`config.mk`:
```
export PLATFORM = sky130hd
export DESIGN_NAME = tod12_counter
export DESIGN_NICKNAME = d
export VERILOG_FILES = /design/src/rtl/tod12_pkg.sv /design/src/rtl/tod12_digit.sv /design/src/rtl/tod12_hour.sv /design/src/rtl/tod12_bcd.sv /design/src/rtl/tod12_counter.sv
export SDC_FILE = /design/constraint.sdc
export NUM_CORES = 1
export LEC_CHECK = 0
export BUFFER_PORTS_ARGS = -buffer_cell sky130_fd_sc_hd__buf_4
export CELL_PAD_IN_SITES_DETAIL_PLACEMENT = 2
export CELL_PAD_IN_SITES_GLOBAL_PLACEMENT = 2
export CORE_ASPECT_RATIO = 1.2
export CORE_MARGIN = 1.5
export CORE_UTILIZATION = 27
export CTS_CLUSTER_SIZE = 14
export DETAILED_ROUTE_END_ITERATION = 8
export PLACE_DENSITY = 0.79
export SLEW_MARGIN = 5
export SYNTH_ARGS = -nofsm -noshare
export SYNTH_HDL_FRONTEND = slang
export SYNTH_SLANG_ARGS = --single-unit
```
`constraint.sdc`:
```
create_clock -name clk -period 2.1 [get_ports clk]
set_input_delay 0.105 -clock clk [delete_from_list [all_inputs] [get_ports clk]]
set_output_delay 0.105 -clock clk [all_outputs]
set_load 0.02 [all_outputs]
```
`src/rtl/tod12_pkg.sv`:
```
package tod12_pkg;
   // Terminal counts of the decimal digit stages
   localparam int ONES_LAST = 9;
   localparam int TENS_LAST = 5;
   // Hour range of the twelve-hour format
   localparam int HOUR_FIRST = 1;
   localparam int HOUR_LAST  = 12;
   // Meridiem encoding
   localparam logic MER_AM = 1'b1;
   localparam logic MER_PM = 1'b0;
endpackage

```
`src/rtl/tod12_digit.sv`:
```
module tod12_digit #(
   parameter int W    = 4,
   parameter int LAST = 9
) (
   input  logic         clk,
   input  logic         rst,
   input  logic         inc,
   input  logic         ld,
   input  logic [W-1:0] ld_val,
   output logic [W-1:0] q,
   output logic         wrap
);
   localparam logic [W-1:0] LAST_V = W'(LAST);

   initial begin
      assert (LAST >= 1 && LAST < (1 << W))
         else $error("tod12_digit: LAST %0d does not fit in %0d bits", LAST, W);
   end

   always_ff @(posedge clk) begin
      if (rst)
         q <= '0;
      else if (ld)
         q <= (ld_val > LAST_V) ? '0 : ld_val;
      else if (inc)
         q <= (q == LAST_V) ? '0 : q + W'(1);
   end

   assign wrap = inc & (q == LAST_V);


   digit_range_chk: assert property (@(posedge clk) disable iff (rst)
      q <= LAST_V);


   digit_wrap_chk: assert property (@(posedge clk) disable iff (rst)
      (inc && !ld && q == LAST_V) |=> q == '0);


   digit_hold_chk: assert property (@(posedge clk) disable iff (rst)
      (!inc && !ld) |=> $stable(q));
endmodule

```
`src/rtl/tod12_hour.sv`:
```
module tod12_hour #(
   parameter int HW = 4
) (
   input  logic          clk,
   input  logic          rst,
   input  logic          inc,
   input  logic          ld,
   input  logic [HW-1:0] ld_hour,
   input  logic          ld_am,
   output logic [HW-1:0] hour,
   output logic          am
);
   import tod12_pkg::*;

   localparam logic [HW-1:0] TOP_V = HW'(HOUR_LAST);
   localparam logic [HW-1:0] PRE_V = HW'(HOUR_LAST - 1);
   localparam logic [HW-1:0] ONE_V = HW'(HOUR_FIRST);

   initial begin
      assert (HOUR_LAST < (1 << HW))
         else $error("tod12_hour: width %0d too small for hour", HW);
   end

   logic ld_ok;
   assign ld_ok = (ld_hour >= ONE_V) && (ld_hour <= TOP_V);

   always_ff @(posedge clk) begin
      if (rst) begin
         hour <= TOP_V;
         am   <= MER_AM;
      end else if (ld) begin
         hour <= ld_ok ? ld_hour : TOP_V;
         am   <= ld_am;
      end else if (inc) begin
         if (hour == TOP_V)
            hour <= ONE_V;
         else
            hour <= hour + HW'(1);
         if (hour == PRE_V)
            am <= ~am;
      end
   end


   hour_range_chk: assert property (@(posedge clk) disable iff (rst)
      hour >= ONE_V && hour <= TOP_V);


   hour_wrap_chk: assert property (@(posedge clk) disable iff (rst)
      (inc && !ld && hour == TOP_V) |=> (hour == ONE_V && $stable(am)));


   mer_flip_chk: assert property (@(posedge clk) disable iff (rst)
      (inc && !ld && hour == PRE_V) |=> (hour == TOP_V && am != $past(am)));


   mer_quiet_chk: assert property (@(posedge clk) disable iff (rst)
      (!ld && !(inc && hour == PRE_V)) |=> $stable(am));
endmodule

```
`src/rtl/tod12_bcd.sv`:
```
module tod12_bcd #(
   parameter int HW     = 4,
   parameter bit DABBLE = 1'b1
) (
   input  logic [HW-1:0] bin,
   output logic [3:0]    tens,
   output logic [3:0]    ones
);
   initial begin
      assert (HW >= 4 && HW <= 6)
         else $error("tod12_bcd: HW %0d outside 4..6", HW);
   end

   generate
      if (DABBLE) begin : g_dabble
         logic [HW+7:0] sh;
         always_comb begin
            sh = '0;
            sh[HW-1:0] = bin;
            for (int i = 0; i < HW; i++) begin
               if (sh[HW+3:HW] >= 4'd5)
                  sh[HW+3:HW] = sh[HW+3:HW] + 4'd3;
               if (sh[HW+7:HW+4] >= 4'd5)
                  sh[HW+7:HW+4] = sh[HW+7:HW+4] + 4'd3;
               sh = sh << 1;
            end
            tens = sh[HW+7:HW+4];
            ones = sh[HW+3:HW];
         end
      end else begin : g_compare
         logic [HW+3:0] wide;
         logic [HW+3:0] rem;
         always_comb begin
            wide = (HW+4)'(bin);
            tens = '0;
            rem  = wide;
            for (int d = 9; d >= 1; d--) begin
               if (wide >= (HW+4)'(d * 10) && tens == 4'd0) begin
                  tens = 4'(d);
                  rem  = wide - (HW+4)'(d * 10);
               end
            end
            ones = rem[3:0];
         end
      end
   endgenerate


   always_comb begin
      bcd_digit_chk: assert (ones <= 4'd9 && tens <= 4'd9 || $isunknown(bin));
   end
endmodule

```
`src/rtl/tod12_counter.sv`:
```
module tod12_counter #(
   parameter int ONES_W     = 4,
   parameter int TENS_W     = 3,
   parameter int HOUR_W     = 4,
   parameter bit BCD_DABBLE = 1'b1
) (
   input  logic              clk,
   input  logic              rst,
   input  logic              clk_en,
   input  logic              sec_tick,
   input  logic              load,
   input  logic [ONES_W-1:0] ld_sec_ones,
   input  logic [TENS_W-1:0] ld_sec_tens,
   input  logic [ONES_W-1:0] ld_min_ones,
   input  logic [TENS_W-1:0] ld_min_tens,
   input  logic [HOUR_W-1:0] ld_hour,
   input  logic              ld_am,
   output logic [ONES_W-1:0] sec_ones,
   output logic [TENS_W-1:0] sec_tens,
   output logic [ONES_W-1:0] min_ones,
   output logic [TENS_W-1:0] min_tens,
   output logic [HOUR_W-1:0] hour,
   output logic [3:0]        hour_bcd_tens,
   output logic [3:0]        hour_bcd_ones,
   output logic              am
);
   import tod12_pkg::*;

   localparam logic [ONES_W-1:0] ONES_END = ONES_W'(ONES_LAST);
   localparam logic [TENS_W-1:0] TENS_END = TENS_W'(TENS_LAST);

   initial begin
      assert (ONES_W >= 4 && TENS_W >= 3)
         else $error("tod12_counter: digit widths too small");
   end

   logic adv, c_so, c_st, c_mo, c_mt;
   assign adv = sec_tick & clk_en;

   tod12_digit #(.W(ONES_W), .LAST(ONES_LAST)) u_sec_ones (
      .clk(clk), .rst(rst), .inc(adv), .ld(load), .ld_val(ld_sec_ones),
      .q(sec_ones), .wrap(c_so));

   tod12_digit #(.W(TENS_W), .LAST(TENS_LAST)) u_sec_tens (
      .clk(clk), .rst(rst), .inc(c_so), .ld(load), .ld_val(ld_sec_tens),
      .q(sec_tens), .wrap(c_st));

   tod12_digit #(.W(ONES_W), .LAST(ONES_LAST)) u_min_ones (
      .clk(clk), .rst(rst), .inc(c_st), .ld(load), .ld_val(ld_min_ones),
      .q(min_ones), .wrap(c_mo));

   tod12_digit #(.W(TENS_W), .LAST(TENS_LAST)) u_min_tens (
      .clk(clk), .rst(rst), .inc(c_mo), .ld(load), .ld_val(ld_min_tens),
      .q(min_tens), .wrap(c_mt));

   tod12_hour #(.HW(HOUR_W)) u_hour (
      .clk(clk), .rst(rst), .inc(c_mt), .ld(load), .ld_hour(ld_hour),
      .ld_am(ld_am), .hour(hour), .am(am));

   tod12_bcd #(.HW(HOUR_W), .DABBLE(BCD_DABBLE)) u_bcd (
      .bin(hour), .tens(hour_bcd_tens), .ones(hour_bcd_ones));


   hold_chk: assert property (@(posedge clk) disable iff (rst)
      (!adv && !load) |=> ($stable(sec_ones) && $stable(sec_tens) &&
                           $stable(min_ones) && $stable(min_tens) &&
                           $stable(hour) && $stable(am)));


   cascade_chk: assert property (@(posedge clk) disable iff (rst)
      (adv && !load && sec_ones == ONES_END && sec_tens == TENS_END &&
       min_ones == ONES_END && min_tens == TENS_END)
      |=> (sec_ones == '0 && sec_tens == '0 && min_ones == '0 &&
           min_tens == '0 && hour != $past(hour)));


   sec_roll_chk: assert property (@(posedge clk) disable iff (rst)
      (adv && !load && sec_ones == ONES_END && sec_tens == TENS_END &&
       min_ones != ONES_END) |=> (min_ones == $past(min_ones) + ONES_W'(1)));
endmodule

```
Word-level counts from Yosys, hierarchy flattened

Index checks and enable logic that the tools add are counted.

$add $sub $neg: 10
Bitwise logic cells: 6
Reduce and logical (&&, ||, !) cells: 8
Equal/unequal tests: 6
$lt $le $gt $ge: 11
Multiplexer cells: 28

Operators by type and width:

| operator             | count |
|---|---|
| $mux 4               | 14 |
| $mux 3               | 11 |
| $eq 4x4->1 const B   | 4 |
| $add 4x1->4 const B  | 3 |
| $ge 4x3->1 const B   | 3 |
| $reduce_bool 2->1    | 6 |
| $add 4x2->4 const B  | 2 |
| $gt 4x4->1 const B   | 2 |
| $add 3x1->3 const B  | 2 |
| $eq 3x3->1 const B   | 2 |
| $gt 3x3->1 const B   | 2 |
| $and 1x1->1          | 5 |
| $ge 4x1->1 const B   | 1 |
| $le 4x4->1 const B   | 1 |
| $add 1x2->3 const AB | 1 |
| $add 1x2->3 const B  | 1 |
| $add 3x2->3 const B  | 1 |
| $ge 1x3->1 const AB  | 1 |
| $ge 1x3->1 const B   | 1 |
| $mux 1               | 3 |
| $reduce_and 2->1     | 1 |
| $logic_and 1x1->1    | 1 |
| $not 1->1            | 1 |

Word-level logic and storage cells: 75
Flip-flop bits (word level): 19

Depth between registers and ports, before layout

Depth in word-level cells: 7
Mapped depth: 6
Mapped depth without buffers: 5

Modules after synthesis

Synthesis repeated with hierarchy kept, for this count alone.

Cell total of the unflattened synthesis: 163
Area total of the unflattened synthesis: 1307.5 um2

By module, submodules not included:

| module                       | area each (um2) | cells an instance | instances | sequential area each (um2) |
|---|---|---|---|---|
| tod12_digit (u_min_ones ...) | 262.8           | 34                | 2         | 80.1 |
| tod12_digit (u_min_tens ...) | 166.4           | 18                | 2         | 60.1 |
| tod12_hour                   | 311.5           | 40                | 1         | 100.1 |
| tod12_bcd                    | 131.4           | 18                | 1         | 0.0 |
| tod12_counter                | 6.3             | 1                 | 1         | 0.0 |

Least setup slack after synthesis

No wires, ideal clock.

Path type: flip-flop to flip-flop
Start point: register u_min_ones.q[3]
End point: register u_hour.hour[1]
Arrival: 1533 ps
Buffers on the path: 0
Required time: 1997 ps
Setup time: 103 ps
Stages on the path, launching flop included: 5
Path slack: 464 ps
Cell sequence: dfxtp_1 or3b_4 nor3b_4 a211oi_1 a2111oi_2

Cells in the longest elaborated chain, start to end: 4

Ends and longest elaborated chain:

| element                            | line              | text |
|---|---|---|
| start, declared                    | tod12_digit.sv:10 | `output logic [W-1:0] q,` |
| start signal, assigned             | tod12_digit.sv:24 | `q <= (ld_val > LAST_V) ? '0 : ld_val;` |
| start signal, assigned             | tod12_digit.sv:26 | `q <= (q == LAST_V) ? '0 : q + W'(1);` |
| $eq 4x4->1                         | tod12_digit.sv:29 | `assign wrap = inc & (q == LAST_V);` |
| $and 1x1->1 (2 in a row)           | tod12_digit.sv:29 |  |
| $reduce_bool 2->1 (no source line) | --                |  |
| end signal, assigned               | tod12_hour.sv:32  | `hour <= ld_ok ? ld_hour : TOP_V;` |
| end signal, assigned               | tod12_hour.sv:38  | `hour <= hour + HW'(1);` |
| end, declared                      | tod12_hour.sv:10  | `output logic [HW-1:0] hour,` |

No other way between the ends.
A chain may end at the register's enable or synchronous reset.

Final worst setup path

Start point: register u_sec_ones.q[0]
End point: register u_min_ones.q[1]

Cells in the longest elaborated chain, start to end: 4

Ends and longest elaborated chain:

| element                            | line |
|---|---|
| start, declared                    | tod12_digit.sv:10 |
| start signal, assigned             | tod12_digit.sv:24 |
| start signal, assigned             | tod12_digit.sv:26 |
| $eq 4x4->1                         | tod12_digit.sv:29 |
| $and 1x1->1 (2 in a row)           | tod12_digit.sv:29 |
| $reduce_bool 2->1 (no source line) | -- |

No other way between the ends.

==> impl_metrics.json <==
{
  "finalCritPeriodShare_pct": 82.7,
  "clk_path_buf_depth": 2,
  "die_w_um": 70.2,
  "endpoint_kind": "flop",
  "cp.depth": 4,
  "hold_start": "ld_sec_tens[2]",
  "slew_viol_final": 0,
  "cts.clk_slew.worst_paths_ps": 80,
  "nets": 256,
  "synth_warnings": 0,
  "overflow": 0,
  "fin_skew_ps": 5.79,
  "reg2reg_from": "u_sec_ones.q[0]",
  "rows": 29,
  "combinationalPowerShare_pct": 29.2,
  "area_growth_pct": 29.5,
  "cts_max_level": 1,
  "grt_pass1_wl_um": 8220,
  "grt_pass1_vias": 1678,
  "worstSetupStartpoint": "u_sec_ones.q[0]",
  "crit_chain": "and3_1 -> nand4_1 -> or3_1 -> a311oi_1",
  "post_drt_wl_per_cell_um": 16.5,
  "peakVddDrop_v": 0.000181,
  "setup_violations": 0,
  "start_kind": "flop",
  "place_congestion": 0.784,
  "ioPinCount": 51,
  "dieArea_sq_mm": 0.00588,
  "pwr-share-clk_pct": 27.1,
  "hold_class": "primary input to flop",
  "postCtsHoldBufs": 0,
  "drive_above_1_share_pct": 26.5,
  "cts_tree": "yes",
  "timing.hold.ws_ps": 123,
  "fillCellCount": 641,
  "intPower_mw": 0.645,
  "p_per_area_mw_per_mm2": 509,
  "cap_violations": 0,
  "leakagePower_nw": 0.771,
  "antenna_found_initial": 0,
  "synth_cell_types": 48,
  "place_inst": 284,
  "syn_avg_cell_area_sq_um": 7.96,
  "status": "complete, no violations",
  "rsz0062_at_grt": "false",
  "synth-seq-cells": 19,
  "fmax_ghz": 0.576,
  "drtAntennaViolNets": 0,
  "cp.arrival_ps": 1900,
  "crit_family": "simple AND/OR/NAND/NOR gates",
  "tns_ps": 0,
  "postSynthCellCount": 184,
  "track_usage_pct": 17.1,
  "final_cells": 288,
  "clk_latency_ps": 260,
  "path_buf_inv": 0,
  "cts_setup_buffers": 0,
  "drt_iter0_markers": 44,
  "routed_wl_um": 4760,
  "core_sq_mm": 0.00526,
  "yosysSeqAreaShare_pct": 26.0,
  "vias": 1575,
  "numPortBuffers": 47,
  "cts-resized-gates": 0,
  "p_sw_share_pct": 33.2,
  "synth_area_sq_mm": 0.00147,
  "antenna_cells": 0,
  "clock_sinks": 19,
  "setup_slack_ps": 364,
  "final_util_pct": 36.1,
  "cpMaxStageDelayCell": "dfxtp_1",
  "synthArstFlopShare_pct": 0,
  "crit_fanout": 7,
  "p_seq_share_pct": 43.7,
  "crit_type": "flop to flop",
  "start_util_pct": 27.8,
  "numCtsBuffers": 3,
  "reg2reg_depth": 4,
  "firstDrtPassIters": 4,
  "dp_hpwl_um": 3590,
  "synth_ff_type": "dfxtp_1",
  "grt_max_degree": 24,
  "finalHoldViolCount": 0,
  "netSwitchingPower_mw": 0.321,
  "vias_per_cell": 5.47,
  "preCtsSetupSlack_ps": 444,
  "die_y_um": 83.7,
  "synth_edf_count": 0,
  "max_stage_delay_ps": 430,
  "crit_required_ps": 2270,
  "hold_depth": 3,
  "drc_errors": 0,
  "post-route-min-period_ps": 1740,
  "cts-root-buf": "clkbuf_8"
}
-- flip-flops by register name, indices dropped and copies added (netlist names) --
register / count
u_hour.am: 1
u_sec_ones.q: 4
u_sec_tens.q: 3
u_hour.hour: 4
u_min_tens.q: 3
u_min_ones.q: 4
-- metrics by stage --
step,instance area (sq um),power [mW]
global placement,1850,0.707
finish,1900,0.967
detailed placement,1850,0.716
floorplan,1470,0.587
CTS,1900,0.980
global route,1900,1.02
-- cells in the final DEF (no fill, tap or decap), types with 2 or more instances in the layout --
master / count
a311oi_1: 6
nand2_1: 11
mux2i_1: 3
ha_1: 5
inv_1: 9
conb_1: 3
or3_1: 3
a211oi_1: 7
a21boi_0: 2
xnor2_1: 4
clkbuf_8: 3
nor3_1: 6
nor2b_1: 8
buf_4: 49
a31oi_1: 2
dfxtp_1: 19
nand3_1: 4
a21oi_1: 18
nand2b_1: 2
nor2_1: 12
nand3b_1: 5
o21a_1: 3
nor4_1: 4
o21ai_0: 11
nand4_1: 4
a21o_1: 2
-- per-layer routing --
metal	track usage (%)	vias to the layer above	wire [um]
met2	31.2	33	2550
met3	1.81	4	149
met1	21.0	779	2010
li1	-	759	-
met4	4.20	0	48
met5	0	-	0
-- worst paths after layout --
check,slack (ps),to
max,360,u_min_ones.q[1]
min,120,u_sec_tens.q[1]
max reg2reg,360,u_min_ones.q[1]
min reg2reg,570,u_min_ones.q[3]
-- area by class of cell --
| type | instances | area (sq um) | area share (%) |
|---|---|---|---|
| clock buffer | 4 | 45.0 | 2.37 |
| tap | 62 | 77.6 | 4.09 |
| multi-input combinational | 145 | 993 | 52.3 |
| inverter | 9 | 33.8 | 1.78 |
| timing repair buffer | 49 | 368 | 19.4 |
| sequential | 19 | 380 | 20.0 |
-- worst reg2reg max path, cell delays in order (launching register included) --
cell      delay (ps)
dfxtp_1          430
and3_1           360
nand4_1          210
or3_1            370
a311oi_1         280
-- power groups by stage --
stage | clock network [mW] | registers, mW | logic (mW)
3_5_place_dp | 0 | 0.432 | 0.285
6_report | 0.262 | 0.423 | 0.282
3_3_place_gp | 0 | 0.430 | 0.277
2_1_floorplan | 0 | 0.445 | 0.141
4_1_cts | 0.271 | 0.423 | 0.286
5_1_grt | 0.284 | 0.429 | 0.309
-- synthesized netlist by cell type, types with 2 or more instances --
library cell | instances | share of area (%)
nand4_1 | 4 | 1.7
a21boi_0 | 2 | 1.0
nand3_1 | 4 | 1.4
a31oi_1 | 2 | 0.85
buf_4 | 4 | 2.0
a21oi_1 | 18 | 6.1
xnor2_1 | 4 | 2.4
a311oi_1 | 6 | 3.6
nor2b_1 | 8 | 3.4
o21ai_0 | 11 | 3.8
or3_1 | 3 | 1.3
clkbuf_1 | 7 | 1.8
nor4_1 | 4 | 1.7
nor2_1 | 12 | 3.1
nor3_1 | 6 | 2.0
dfxtp_1 | 19 | 26
nand2b_1 | 2 | 0.85
inv_1 | 9 | 2.3
nand3b_1 | 5 | 2.6
ha_1 | 5 | 4.3
mux2i_1 | 3 | 2.0
nand2_1 | 11 | 2.8
a21o_1 | 2 | 1.0
o21a_1 | 3 | 1.5
a211oi_1 | 7 | 3.6
-- logic make-up after synthesis --
group	count (synthesis)	share of synthesized area, %
XOR/XNOR	5	2.99
AO/OA/AOI/OAI	57	25.4
multiplexers	3	2.05
buffers and inverters	22	6.75
flip-flops	19	26.0
AND/OR/NAND/NOR	72	32.4
adder cells (fa/ha/maj)	5	4.27
other	1	0.256
Power figures use the tool's default switching activity.
